### src/rtl/hia_pkg.sv
// Shared definitions for the host interrupt aggregator: register word
// addresses and configuration bit positions.
package hia_pkg;
    localparam int ADDR_W = 3;

    typedef enum logic [ADDR_W-1:0] {
        A_MASK = 3'd0,
        A_MSET = 3'd1,
        A_MCLR = 3'd2,
        A_PEEK = 3'd3,
        A_TAKE = 3'd4,
        A_ACK  = 3'd5,
        A_CFG  = 3'd6
    } reg_addr_e;

    localparam int CFG_EN_BIT  = 0;
    localparam int CFG_LOW_BIT = 1;
    localparam int CFG_W       = 2;
endpackage

### src/rtl/hia_ctrl_regs.sv
// Mask and configuration storage.
// Holds SRC_W mask bits (1 = blocked) and the two line-control bits.
// Assumes at most one of the write strobes is high in a cycle, which the
// top-level address decode guarantees.
module hia_ctrl_regs #(
    parameter int               SRC_W    = 18,
    parameter logic [SRC_W-1:0] MASK_RST = SRC_W'(1)
) (
    input  logic             clk,
    input  logic             rst_n,
    input  logic             wr_mask_i,
    input  logic             wr_set_i,
    input  logic             wr_clr_i,
    input  logic             wr_cfg_i,
    input  logic [SRC_W-1:0] bits_i,
    input  logic [1:0]       cfg_i,
    output logic [SRC_W-1:0] mask_q,
    output logic             out_en_q,
    output logic             act_low_q
);
    logic [SRC_W-1:0] mask_d;

    // Next mask value from whichever write form is active.
    always_comb begin
        mask_d = mask_q;
        if (wr_mask_i)     mask_d = bits_i;
        else if (wr_set_i) mask_d = mask_q | bits_i;
        else if (wr_clr_i) mask_d = mask_q & ~bits_i;
    end

    // Mask register with its reset pattern.
    always_ff @(posedge clk) begin
        if (!rst_n) mask_q <= MASK_RST;
        else        mask_q <= mask_d;
    end

    // Line enable and polarity select.
    always_ff @(posedge clk) begin
        if (!rst_n) begin
            out_en_q  <= 1'b0;
            act_low_q <= 1'b0;
        end else if (wr_cfg_i) begin
            out_en_q  <= cfg_i[hia_pkg::CFG_EN_BIT];
            act_low_q <= cfg_i[hia_pkg::CFG_LOW_BIT];
        end
    end
endmodule

### src/rtl/hia_pending.sv
// Sticky pending vector, one independent slice per source.
// A pulse sets its bit; a take clears all bits; an acknowledge clears the
// selected bits. A pulse wins over any clear in the same cycle.
// Assumes event inputs are synchronous to clk.
module hia_pending #(
    parameter int SRC_W = 18
) (
    input  logic             clk,
    input  logic             rst_n,
    input  logic [SRC_W-1:0] evt_i,
    input  logic             take_i,
    input  logic             ack_wr_i,
    input  logic [SRC_W-1:0] ack_bits_i,
    output logic [SRC_W-1:0] pend_o
);
    for (genvar b = 0; b < SRC_W; b++) begin : g_slice
        logic bit_q;
        logic clr_b;

        // Clear request for this slice from take or acknowledge.
        assign clr_b = take_i || (ack_wr_i && ack_bits_i[b]);

        // Set has priority so no event is dropped.
        always_ff @(posedge clk) begin
            if (!rst_n)        bit_q <= 1'b0;
            else if (evt_i[b]) bit_q <= 1'b1;
            else if (clr_b)    bit_q <= 1'b0;
        end

        assign pend_o[b] = bit_q;
    end
endmodule

### src/rtl/hia_irq_drive.sv
// Host line generator.
// Registers (enable AND any unmasked pending) XOR active-low so the pin
// is glitch-free. Assumes mask bit 1 means blocked.
module hia_irq_drive #(
    parameter int SRC_W = 18
) (
    input  logic             clk,
    input  logic             rst_n,
    input  logic [SRC_W-1:0] pend_i,
    input  logic [SRC_W-1:0] mask_i,
    input  logic             out_en_i,
    input  logic             act_low_i,
    output logic             irq_o
);
    logic live;

    // Any pending source that the mask lets through.
    assign live = |(pend_i & ~mask_i);

    // Output flop; reset value matches the reset polarity (active high).
    always_ff @(posedge clk) begin
        if (!rst_n) irq_o <= 1'b0;
        else        irq_o <= (out_en_i && live) ^ act_low_i;
    end
endmodule

### src/rtl/host_irq_agg.sv
// Host interrupt aggregator top.
// Decodes the register bus, instantiates the mask/config store, pending
// vector and line driver, and returns read data one cycle after rd_en_i.
// Assumes SRC_W < DATA_W and one address shared by both strobes.
module host_irq_agg #(
    parameter int SRC_W  = 18,
    parameter int DATA_W = 32
) (
    input  logic                      clk,
    input  logic                      rst_n,
    input  logic [SRC_W-1:0]          evt_i,
    input  logic [hia_pkg::ADDR_W-1:0] addr_i,
    input  logic                      wr_en_i,
    input  logic [DATA_W-1:0]         wdata_i,
    input  logic                      rd_en_i,
    output logic [DATA_W-1:0]         rd_data_o,
    output logic                      irq_o
);
    import hia_pkg::*;

    logic [SRC_W-1:0]  mask_q;
    logic [SRC_W-1:0]  pend_q;
    logic              out_en_q;
    logic              act_low_q;
    logic              wr_mask, wr_set, wr_clr, wr_cfg, wr_ack, take;
    logic [DATA_W-1:0] rd_mux;
    logic [DATA_W-1:0] rd_data_q;
    logic              unused_hi;

    // Write and read strobe decode.
    assign wr_mask = wr_en_i && (addr_i == A_MASK);
    assign wr_set  = wr_en_i && (addr_i == A_MSET);
    assign wr_clr  = wr_en_i && (addr_i == A_MCLR);
    assign wr_cfg  = wr_en_i && (addr_i == A_CFG);
    assign wr_ack  = wr_en_i && (addr_i == A_ACK);
    assign take    = rd_en_i && (addr_i == A_TAKE);

    assign unused_hi = ^wdata_i[DATA_W-1:SRC_W];

    hia_ctrl_regs #(.SRC_W(SRC_W)) u_ctrl (
        .clk       (clk),
        .rst_n     (rst_n),
        .wr_mask_i (wr_mask),
        .wr_set_i  (wr_set),
        .wr_clr_i  (wr_clr),
        .wr_cfg_i  (wr_cfg),
        .bits_i    (wdata_i[SRC_W-1:0]),
        .cfg_i     (wdata_i[1:0]),
        .mask_q    (mask_q),
        .out_en_q  (out_en_q),
        .act_low_q (act_low_q)
    );

    hia_pending #(.SRC_W(SRC_W)) u_pend (
        .clk        (clk),
        .rst_n      (rst_n),
        .evt_i      (evt_i),
        .take_i     (take),
        .ack_wr_i   (wr_ack),
        .ack_bits_i (wdata_i[SRC_W-1:0]),
        .pend_o     (pend_q)
    );

    hia_irq_drive #(.SRC_W(SRC_W)) u_irq (
        .clk       (clk),
        .rst_n     (rst_n),
        .pend_i    (pend_q),
        .mask_i    (mask_q),
        .out_en_i  (out_en_q),
        .act_low_i (act_low_q),
        .irq_o     (irq_o)
    );

    // Read source selection; write-only and spare addresses give zero.
    always_comb begin
        rd_mux = '0;
        case (addr_i)
            A_MASK: rd_mux = DATA_W'(mask_q);
            A_PEEK: rd_mux = DATA_W'(pend_q);
            A_TAKE: rd_mux = DATA_W'(pend_q);
            A_CFG:  rd_mux = DATA_W'({act_low_q, out_en_q});
            default: rd_mux = '0;
        endcase
    end

    // Read data register, updated only on a read strobe.
    always_ff @(posedge clk) begin
        if (!rst_n)       rd_data_q <= '0;
        else if (rd_en_i) rd_data_q <= rd_mux;
    end

    assign rd_data_o = rd_data_q;
endmodule

### config.mk
export PLATFORM = sky130hd
export DESIGN_NAME = host_irq_agg
export DESIGN_NICKNAME = d
export VERILOG_FILES = /design/src/rtl/hia_pkg.sv /design/src/rtl/hia_ctrl_regs.sv /design/src/rtl/hia_pending.sv /design/src/rtl/hia_irq_drive.sv /design/src/rtl/host_irq_agg.sv
export SDC_FILE = /design/constraint.sdc
export NUM_CORES = 1
export LEC_CHECK = 0
export ABC_AREA = 1
export CAP_MARGIN = 15
export CELL_PAD_IN_SITES_DETAIL_PLACEMENT = 1
export CELL_PAD_IN_SITES_GLOBAL_PLACEMENT = 1
export CORE_UTILIZATION = 25
export CTS_CLUSTER_DIAMETER = 120
export CTS_CLUSTER_SIZE = 25
export DETAILED_ROUTE_END_ITERATION = 12
export GPL_TIMING_DRIVEN = 0
export PLACE_DENSITY_LB_ADDON = 0.1
export SYNTH_ARGS = -nofsm -noshare
export SYNTH_HDL_FRONTEND = slang
export SYNTH_HIERARCHICAL = 1
export SYNTH_SLANG_ARGS = --single-unit
### constraint.sdc
create_clock -name clk -period 2.1 [get_ports clk]
set_input_delay 0.42 -clock clk [delete_from_list [all_inputs] [get_ports clk]]
set_output_delay 0.42 -clock clk [all_outputs]
set_load 0.02 [all_outputs]
Word level (Yosys, flattened, before mapping) --
Cells that the tools add are included.
Storage, ports and cells: register bits 71, output and inout port bits 33, word-level logic and storage cells 140
Cells by class: equal/unequal tests 6, multiplexer cells 40, bitwise gates (word level) 6, reductions and logical operators 65
Operators with widths (count):
- $mux W18 | 3
- $pmux W18 S3 | 1
- $and A18 B18 Y18 | 2
- $mux W1 | 36
- $not A18 Y18 | 2
- $reduce_bool A2 Y1 | 18
- $logic_and A1 B1 Y1 | 25
- $logic_or A1 B1 Y1 | 18
- $or A18 B18 Y18 | 1
- $reduce_or A18 Y1 | 1
- $eq A3 B3 Y1 const B | 3
- $eq A3 B2 Y1 const B | 2
- $eq A3 B1 Y1 const B | 1
- $logic_not A3 Y1 | 1
- $reduce_bool A3 Y1 | 1
- $reduce_or A2 Y1 | 1
- $xor A1 B1 Y1 | 1

Longest topological paths before layout --
Gate-level depths: netlist of run 1.
depth in word-level cells 6, depth in mapped cells 10, gate-level depth less buffers 10

Cells and area by module --
Netlist of run 1, hierarchy kept.
By module, submodules not included:
- host_irq_agg | times used 1, cells an instance 174, area each 1219.9 µm²
- hia_pending | times used 1, cells an instance 114, area each 991.0 µm²
- hia_ctrl_regs | times used 1, cells an instance 125, area each 893.4 µm²
- hia_irq_drive | times used 1, cells an instance 52, area each 232.7 µm²

Worst setup path after synthesis of run 1 --
OpenSTA, ideal clock, no wires.
kind in2reg, start input rd_en_i, end register u_pend.g_slice[0].bit_q, library setup time 0.125 ns, arrival 1.496 ns, data required time 1.975 ns, slack 0.479 ns, cell stages on the path 8, buffers on the path 3, cell sequence buf_6 > clkinv_1 > buf_6 > nor3_1 > inv_2 > buf_8 > nand3_2 > a21oi_2
Between the ends: word-level cells in the longest chain between the ends 3
Ends and longest elaborated chain:
- start, declared | line host_irq_agg.sv:15 | input logic rd_en_i,
- $logic_and A1 B1 Y1 | line host_irq_agg.sv:36 | assign take = rd_en_i && (addr_i == A_TAKE);
- named net take | line host_irq_agg.sv:25 | logic wr_mask, wr_set, wr_clr, wr_cfg, wr_ack, take;
- $logic_or A1 B1 Y1 | line hia_pending.sv:21 | assign clr_b = take_i || (ack_wr_i && ack_bits_i[b]);
- $reduce_bool A2 Y1 (no source line)
- end signal, assigned | line hia_pending.sv:25 | if (!rst_n) bit_q <= 1'b0;
- end signal, assigned | line hia_pending.sv:26 | else if (evt_i[b]) bit_q <= 1'b1;
- end signal, assigned | line hia_pending.sv:27 | else if (clr_b) bit_q <= 1'b0;
- end, declared | line hia_pending.sv:17 | logic bit_q;
The timed path passes the listed nets, and every way through them passes these cells. A chain may end at the register's enable or synchronous reset.

Final worst setup path of run 1 --
start input rst_n, end register rd_data_q[0] (netlist: rd_data_o[0])
RTL lines:
- start, declared | line host_irq_agg.sv:10 | input logic rst_n,
- end signal, assigned | line host_irq_agg.sv:89 | else if (rd_en_i) rd_data_q <= rd_mux;
- end, declared | line host_irq_agg.sv:27 | logic [DATA_W-1:0] rd_data_q;
No word-level cell between the ends.

==> summary.md, run 1 <==
| Metric | Value |
|---|---|
| Run status | finished, final reports clean |
| Final nets | a little over 600 |
| Via density | a little over 4 |
| Die height | around 120 µm |
| Average footprint of a synthesized cell | 7.18 µm² |
| Initial Util | about a quarter |
| Pre-CTS setup slack | -0.730 ns |
| Antenna cells | 0 |
| Hpwl dp | about 7500 µm |
| Reg power frac | 35.8% |
| Total gr overflow | 0 |
| Ys flop type | dfxtp_1 |
| Clk pin slew, worst setup/hold paths | ~0.060 ns |
| CTS tree | done |
| Port buffer count | 60 |
| CP max-delay cell | clkdlybuf4s50_1 |
| Die area | ~14,000 µm² |
| CTS Buffer Depth | 2 |
| Worst hold path endpoint | rd_data_o[4] |
| Post-route clock period utilization | roughly 85% |
| Crit path max-delay family | buffers and inverters |
| Arrival @ worst endpoint | 2.05 ns |
| First-pass GRT wire length | between 15,000 and 20,000 µm |
| Buffers & Inverters on Critical Path | 3 |
| Cells after synthesis | 465 |
| Max transition margin | between 60% and 70% |
| P_leak | between 1.5 and 2 nW |
| Largest net degree at the start of global routing | 11 |
| Inserted Clock Buffers | 9 |
| Register area share after synthesis | approximately a third |
| Die width | ~120 µm |
| Sw Pwr | between 0.0008 and 0.0009 W |
| Post-synth EDFFs | 0 |
| RSZ-0062 raised after global routing | false |
| Yosys warnings | 6 |
| H-tree depth | 3 |
| Root buf cell | clkbuf_16 |
| Startpoint Class | input pin |
| Clock share of power | between 40% and 50% |
| Placement row count | around 40 |
| Reg2reg start | u_pend/g_slice[1].bit_q |
| Reg2reg end | u_irq/irq_o |
| Hold slack | between 0.3 and 0.4 ns |
| Vias | 3,031 |
| Hold-fix buffers, CTS | 0 |
| WL/cell | 13.8 µm |
| Worst skew pair latency | roughly 0.34 ns |
| Cell area after synthesis | roughly 3300 µm² |
| Final Max Tran Viols | 0 |
| Min-delay src | rd_en_i |
| GRT Total Usage | between 15 and 20% |
| P&R area growth vs syn | 36.2% |
| Pre-antenna DRT Iters | 4 |
| Drt first-iter violations | 131 |
| Final setup fails | 0 |
| Worst r2r path cells | 9 |
| Maxcap violations | 0 |
| Hold Crit Class | input pin to flip-flop |
| IO Pins | 90 |
| Hold Path Cell Cnt | 3 |
| Layout cells sized above 1 | roughly a quarter |
| Post-synth ARST share | 0% |
| Largest stage delay, worst path | about 0.66 ns |
| Final WL | ~10,000 µm |
| DRC violations left | 0 |
| Critical Path RT | about 2.4 ns |
| Max FO, Critical Path | 10 |
| Antenna violations before repair | 0 |
| FMAX | about 0.56 GHz |
| CP endpoint kind | flip-flop |
| Gpl congestion | approximately 0.76 |
| Filler Cell Count | ~1.6k |
| Synthesized flop and latch total | 57 |
| CORE AREA | roughly 13,000 µm² |
| Distinct cell type count after synthesis | 31 |
| Pint | 0.00241 W |
| VDD IR max | ~0.23 mV |
| PwrDens | slightly above 700 nW/µm² |
| Layout Utilization | 35.4% |
| PnR worst setup slack | about 0.32 ns |
| Clock skew | between 0.004 and 0.005 ns |
| Final min period | around 1.8 ns |
| Count of clock tree sinks | 57 |
| Gate power share | ~16% |
| Cell Chain, Critical Path | clkdlybuf4s50_1 > clkinv_1 > dlygate4sd1_1 > a21oi_1 |
| Sw Share | a little over a quarter |
| Reg2reg setup slack | ~0.84 ns |
| Vias in the first global route | 3,185 |
| Setup CP Type | input pin to flip-flop |
| Worst-margin pin slew | between 0.5 and 0.6 ns |
| ANT nets after route | 0 |
| Final Hold Fails | 0 |
-- cell usage in the layout, fill, tap and decap left out, drive strengths merged, types with 12 or more instances in the layout --
| cell | count |
|---|---|
| buf | 46 |
| a21oi | 55 |
| conb | 14 |
| nor2 | 13 |
| clkdlybuf4s50 | 59 |
| dfxtp | 57 |
| nand3 | 39 |
| or2 | 17 |
| inv | 48 |
| nand2 | 172 |
| clkbuf | 12 |
-- power by group through the flow --
stage	clock [W]	sequential, W	combinational [W]
finish	0.00156	0.00117	0.000536
global route	0.00165	0.00118	0.000594
CTS	0.00161	0.00117	0.000543
detailed placement	0	0.00119	0.000539
global placement	0	0.00119	0.000531
floorplan	0	0.00120	0.000323
-- cell families after synthesis --
group                  Yosys count  synth area share (%)
AOI/OAI and AO/OA               59                  10.8
buffers and inverters           98                  18.1
DFF                             57                  34.2
other                            1                 0.112
and+or+nand+nor                250                  36.8
-- cells in the mapped netlist (8+ instances only) --
| cell type | instances | area (µm²) |
|---|---|---|
| a21oi_2 | 17 | 149 |
| nand2_1 | 157 | 589 |
| dfxtp_1 | 57 | 1140 |
| nand2_2 | 13 | 81.3 |
| nor2_1 | 10 | 37.5 |
| inv_1 | 42 | 158 |
| buf_4 | 33 | 248 |
| a21oi_1 | 38 | 190 |
| or2_1 | 9 | 56.3 |
| or2_2 | 8 | 50.1 |
| nand3_2 | 21 | 210 |
| nand3_1 | 18 | 90.1 |
-- worst register-to-register path: stages, from the launching register on --
cell	delay, ns
dfxtp_1	0.32
buf_4	0.14
nand2_1	0.06
nand2_1	0.05
nor2_1	0.11
nand2_1	0.10
nor2_2	0.10
nand2_2	0.08
a21oi_1	0.14
nor2_1	0.06
-- per-stage QoR --
step / std cells / setup TNS (ns) / total power, W / area [µm²]
floorplan: 478 / 0 / 0.00152 / 3390
CTS: 726 / 0 / 0.00332 / 4520
global placement: 710 / -10.27 / 0.00172 / 4200
detailed placement: 710 / -11.95 / 0.00173 / 4200
finish: 729 / 0 / 0.00326 / 4540
global route: 729 / 0 / 0.00342 / 4540
-- layer usage --
layer / wire (µm) / vias to the layer above / GRT usage (%)
li1: - / 1589 / -
met1: 5020 / 1379 / 20.6
met2: 4540 / 50 / 25.1
met3: 312 / 13 / 2.71
met4: 218 / 0 / 7.69
met5: 0 / - / 0
-- how the worst max path moves through the flow --
stage / from / to / slack, ns / cells after the start
after global routing: rst_n / rd_data_o[0] / 0.14 / 4
after detailed placement: addr_i[2] / flip-flop / -0.73 / 9
after floorplan: rd_en_i / u_pend/g_slice[0].bit_q / 0.48 / 8
after global placement: addr_i[2] / flip-flop / -0.65 / 9
final: rst_n / rd_data_o[0] / 0.32 / 4
after CTS: addr_i[2] / flip-flop / 0.01 / 10
-- layout make-up --
type | count | area [µm²] | share of cell area, %
flip-flops and latches | 57 | 1140 | 25.1
plain buffers | 47 | 409 | 9.00
multi-input cells | 323 | 1650 | 36.2
repair buffers | 63 | 626 | 13.8
inverters | 51 | 196 | 4.32
clock buffers | 9 | 225 | 4.96
clock inverters | 7 | 85.1 | 1.87
well taps | 172 | 215 | 4.74
-- what timing repair did --
action / 4_1_cts / 5_1_grt
gates resized for setup: 2 / 1
setup buffers: 0 / 3
setup endpoints to repair: 18 / 10
pin swaps: 0 / 1
Note: power is estimated with default switching activity, not from simulation.
==> inputs of run 2 (changes only) <==
==> constraint.sdc (replaced) <==
create_clock -name clk -period 1.6 [get_ports clk]
set_input_delay 0.32 -clock clk [delete_from_list [all_inputs] [get_ports clk]]
set_output_delay 0.32 -clock clk [all_outputs]
set_load 0.02 [all_outputs]
==> summary.md, run 2 (synthesized netlist as in run 1, its figures left out) <==
| Metric | Value |
|---|---|
| Run status | finished, final reports clean |
| Post-route clock period utilization | roughly 98% |
| Via density | ~4.2 |
| Final Hold Fails | 0 |
| Vias in the first global route | roughly 3.2k |
| Crit path max-delay family | buffers and inverters |
| Clock skew | 0.00503 ns |
| Sw Pwr | 0.00112 W |
| Final non-filler cell area | about 4500 µm² |
| Inserted Clock Buffers | 9 |
| Final setup fails | 0 |
| Final Max Tran Viols | 0 |
| Reg2reg start | u_pend/g_slice[1].bit_q |
| Area of the multi-input gates | around 1700 µm² |
| Most common cell after layout, fill and taps aside | nand2_1 |
| Gate power share | between 10% and 20% |
| Pint | ~0.0032 W |
| Hpwl dp | around 7500 µm |
| Gpl congestion | roughly 0.76 |
| PnR worst setup slack | between 0.02 and 0.03 ns |
| Sw Share | between 20% and 30% |
| Antenna cells | 0 |
| Hold Path Cell Cnt | 3 |
| Commonest non-fill, non-tap cells in the layout | nand2_1 (156), dfxtp_1 (57), inv_1 (42), clkdlybuf4s50_1 (39), a21oi_1 (38) |
| Die area | 13,800 µm² |
| Die height | approximately 120 µm |
| Initial Util | a little over a quarter |
| Crit path depth | 1 |
| Clock share of power | between 40% and 50% |
| Startpoint Class | flip-flop |
| Inst Count DP | 710 |
| Total gr overflow | 0 |
| Hold Crit Class | input pin to flip-flop |
| Final nets | 608 |
| CTS tree | done |
| VDD IR max | around 0.36 mV |
| FMAX | 0.636 GHz |
| H-tree depth | 3 |
| P_leak | just over 2 nW |
| Buffers & Inverters on Critical Path | 1 |
| Layout cells sized above 1 | 25.4% |
| Maxcap violations | 0 |
| Vias | 3,037 |
| Antenna violations before repair | 0 |
| P&R area growth vs syn | 35.9% |
| CP endpoint kind | output pin |
| Setup CP Type | flip-flop to output pin |
| Reg2reg setup slack | 0.34 ns |
| First-pass GRT wire length | 16,700 µm |
| DRC violations left | 0 |
| Port buffer count | 60 |
| Pre-antenna DRT Iters | 4 |
| Max transition margin | 63.6% |
| Min-delay src | rd_en_i |
| ANT nets after route | 0 |
| Pre-CTS setup slack | -1.13 ns |
| Max FO, Critical Path | 2 |
| Cell Chain, Critical Path | clkdlybuf4s50_1 |
| Seq. cell area | about 1100 µm² |
| CTS Buffer Depth | 2 |
| Arrival @ worst endpoint | between 1 and 1.5 ns |
| GRT Total Usage | approximately 16% |
| Post-Layout Cell Count | 728 |
| Drt first-iter violations | about 130 |
| Critical Path RT | 1.28 ns |
| Largest stage delay, worst path | approximately 0.60 ns |
| Final WL | about 10,000 µm |
| PwrDens | around 940 nW/µm² |
| Placed cell area | ~4200 µm² |
| Worst r2r path cells | 9 |
| Reg power frac | 35.8% |
| Final min period | ~1.6 ns |
| IO Pins | 90 |
| Clk pin slew, worst setup/hold paths | about 0.050 ns |
| Reg2reg end | u_irq/irq_o |
| Hold-fix buffers, CTS | 0 |
| Worst skew pair latency | roughly 0.34 ns |
| Placement row count | 41 |
| Count of clock tree sinks | 57 |
| Worst-margin pin slew | roughly 0.55 ns |
| Root buf cell | clkbuf_16 |
| Filler Cell Count | 1,599 |
| WL/cell | 13.9 µm |
| CORE AREA | ~13,000 µm² |
| CP max-delay cell | clkdlybuf4s50_1 |
| Largest net degree at the start of global routing | 11 |
| Die width | ~120 µm |
| RSZ-0062 raised after global routing | false |
| Worst hold path endpoint | rd_data_o[4] |
-- run 2: cell count changes in the layout (fill, tap and decap cells not counted), moves of 2 or more --
| cell | delta |
|---|---|
| clkdlybuf4s50_1 | -20 |
| dlygate4sd2_1 | +17 |
| clkinv_1 | -3 |
| clkinv_2 | +2 |
| dlymetal6s2s_1 | +2 |
-- run 2: worst max-delay path by stage --
stage	startpoint	endpoint
6_report	rd_data_o[13]	rd_data_o[13]
5_1_grt	rd_data_o[13]	rd_data_o[13]
4_1_cts	rd_data_o[14]	rd_data_o[14]
3_5_place_dp	addr_i[2]	flip-flop
3_3_place_gp	addr_i[2]	flip-flop
2_1_floorplan	rd_en_i	u_pend/g_slice[0].bit_q
-- run 2: repair_timing --
action | CTS | global route
buffers inserted | 2 | 1
endpoints found under the setup margin | 56 | 40
gates resized for setup | 23 | 9
pin swaps | 1 | 2
-- run 2: power by group through the flow --
stage                     combinational, W  sequential [W]  clock [W]
after floorplan                   0.000424         0.00157          0
after global placement            0.000697         0.00156          0
after detailed placement          0.000708         0.00157          0
after CTS                         0.000705         0.00153    0.00211
after global routing              0.000772         0.00154    0.00216
final                             0.000696         0.00153    0.00205
-- run 2: layer usage --
layer	share of wire (%)	GRT usage (%)
met4	2.2	7.69
met2	45	25.0
met5	0	0
met1	49	20.8
met3	3.6	2.81
-- run 2: per-stage QoR --
| step | TNS, ns | power [W] | utilization, % | hold WS, ns |
|---|---|---|---|---|
| after detailed placement | -31.87 | 0.00227 | 32.8 | 0.458 |
| after CTS | 0 | 0.00435 | 35.2 | 0.258 |
| after floorplan | 0 | 0.00200 | - | 0.439 |
| after global placement | -29.81 | 0.00226 | 32.8 | 0.453 |
| after global routing | 0 | 0.00448 | 35.4 | 0.290 |
| final | 0 | 0.00428 | 35.4 | 0.273 |
-- run 2: cell type report --
cell class,instances,area share (%)
Multi-Input combinational cell,323,36.5
Sequential cell,57,25.2
Timing Repair Buffer,63,13.3
Buffer,46,8.91
Clock buffer,9,4.97
Tap cell,172,4.75
Inverter,51,4.47
Clock inverter,7,1.88
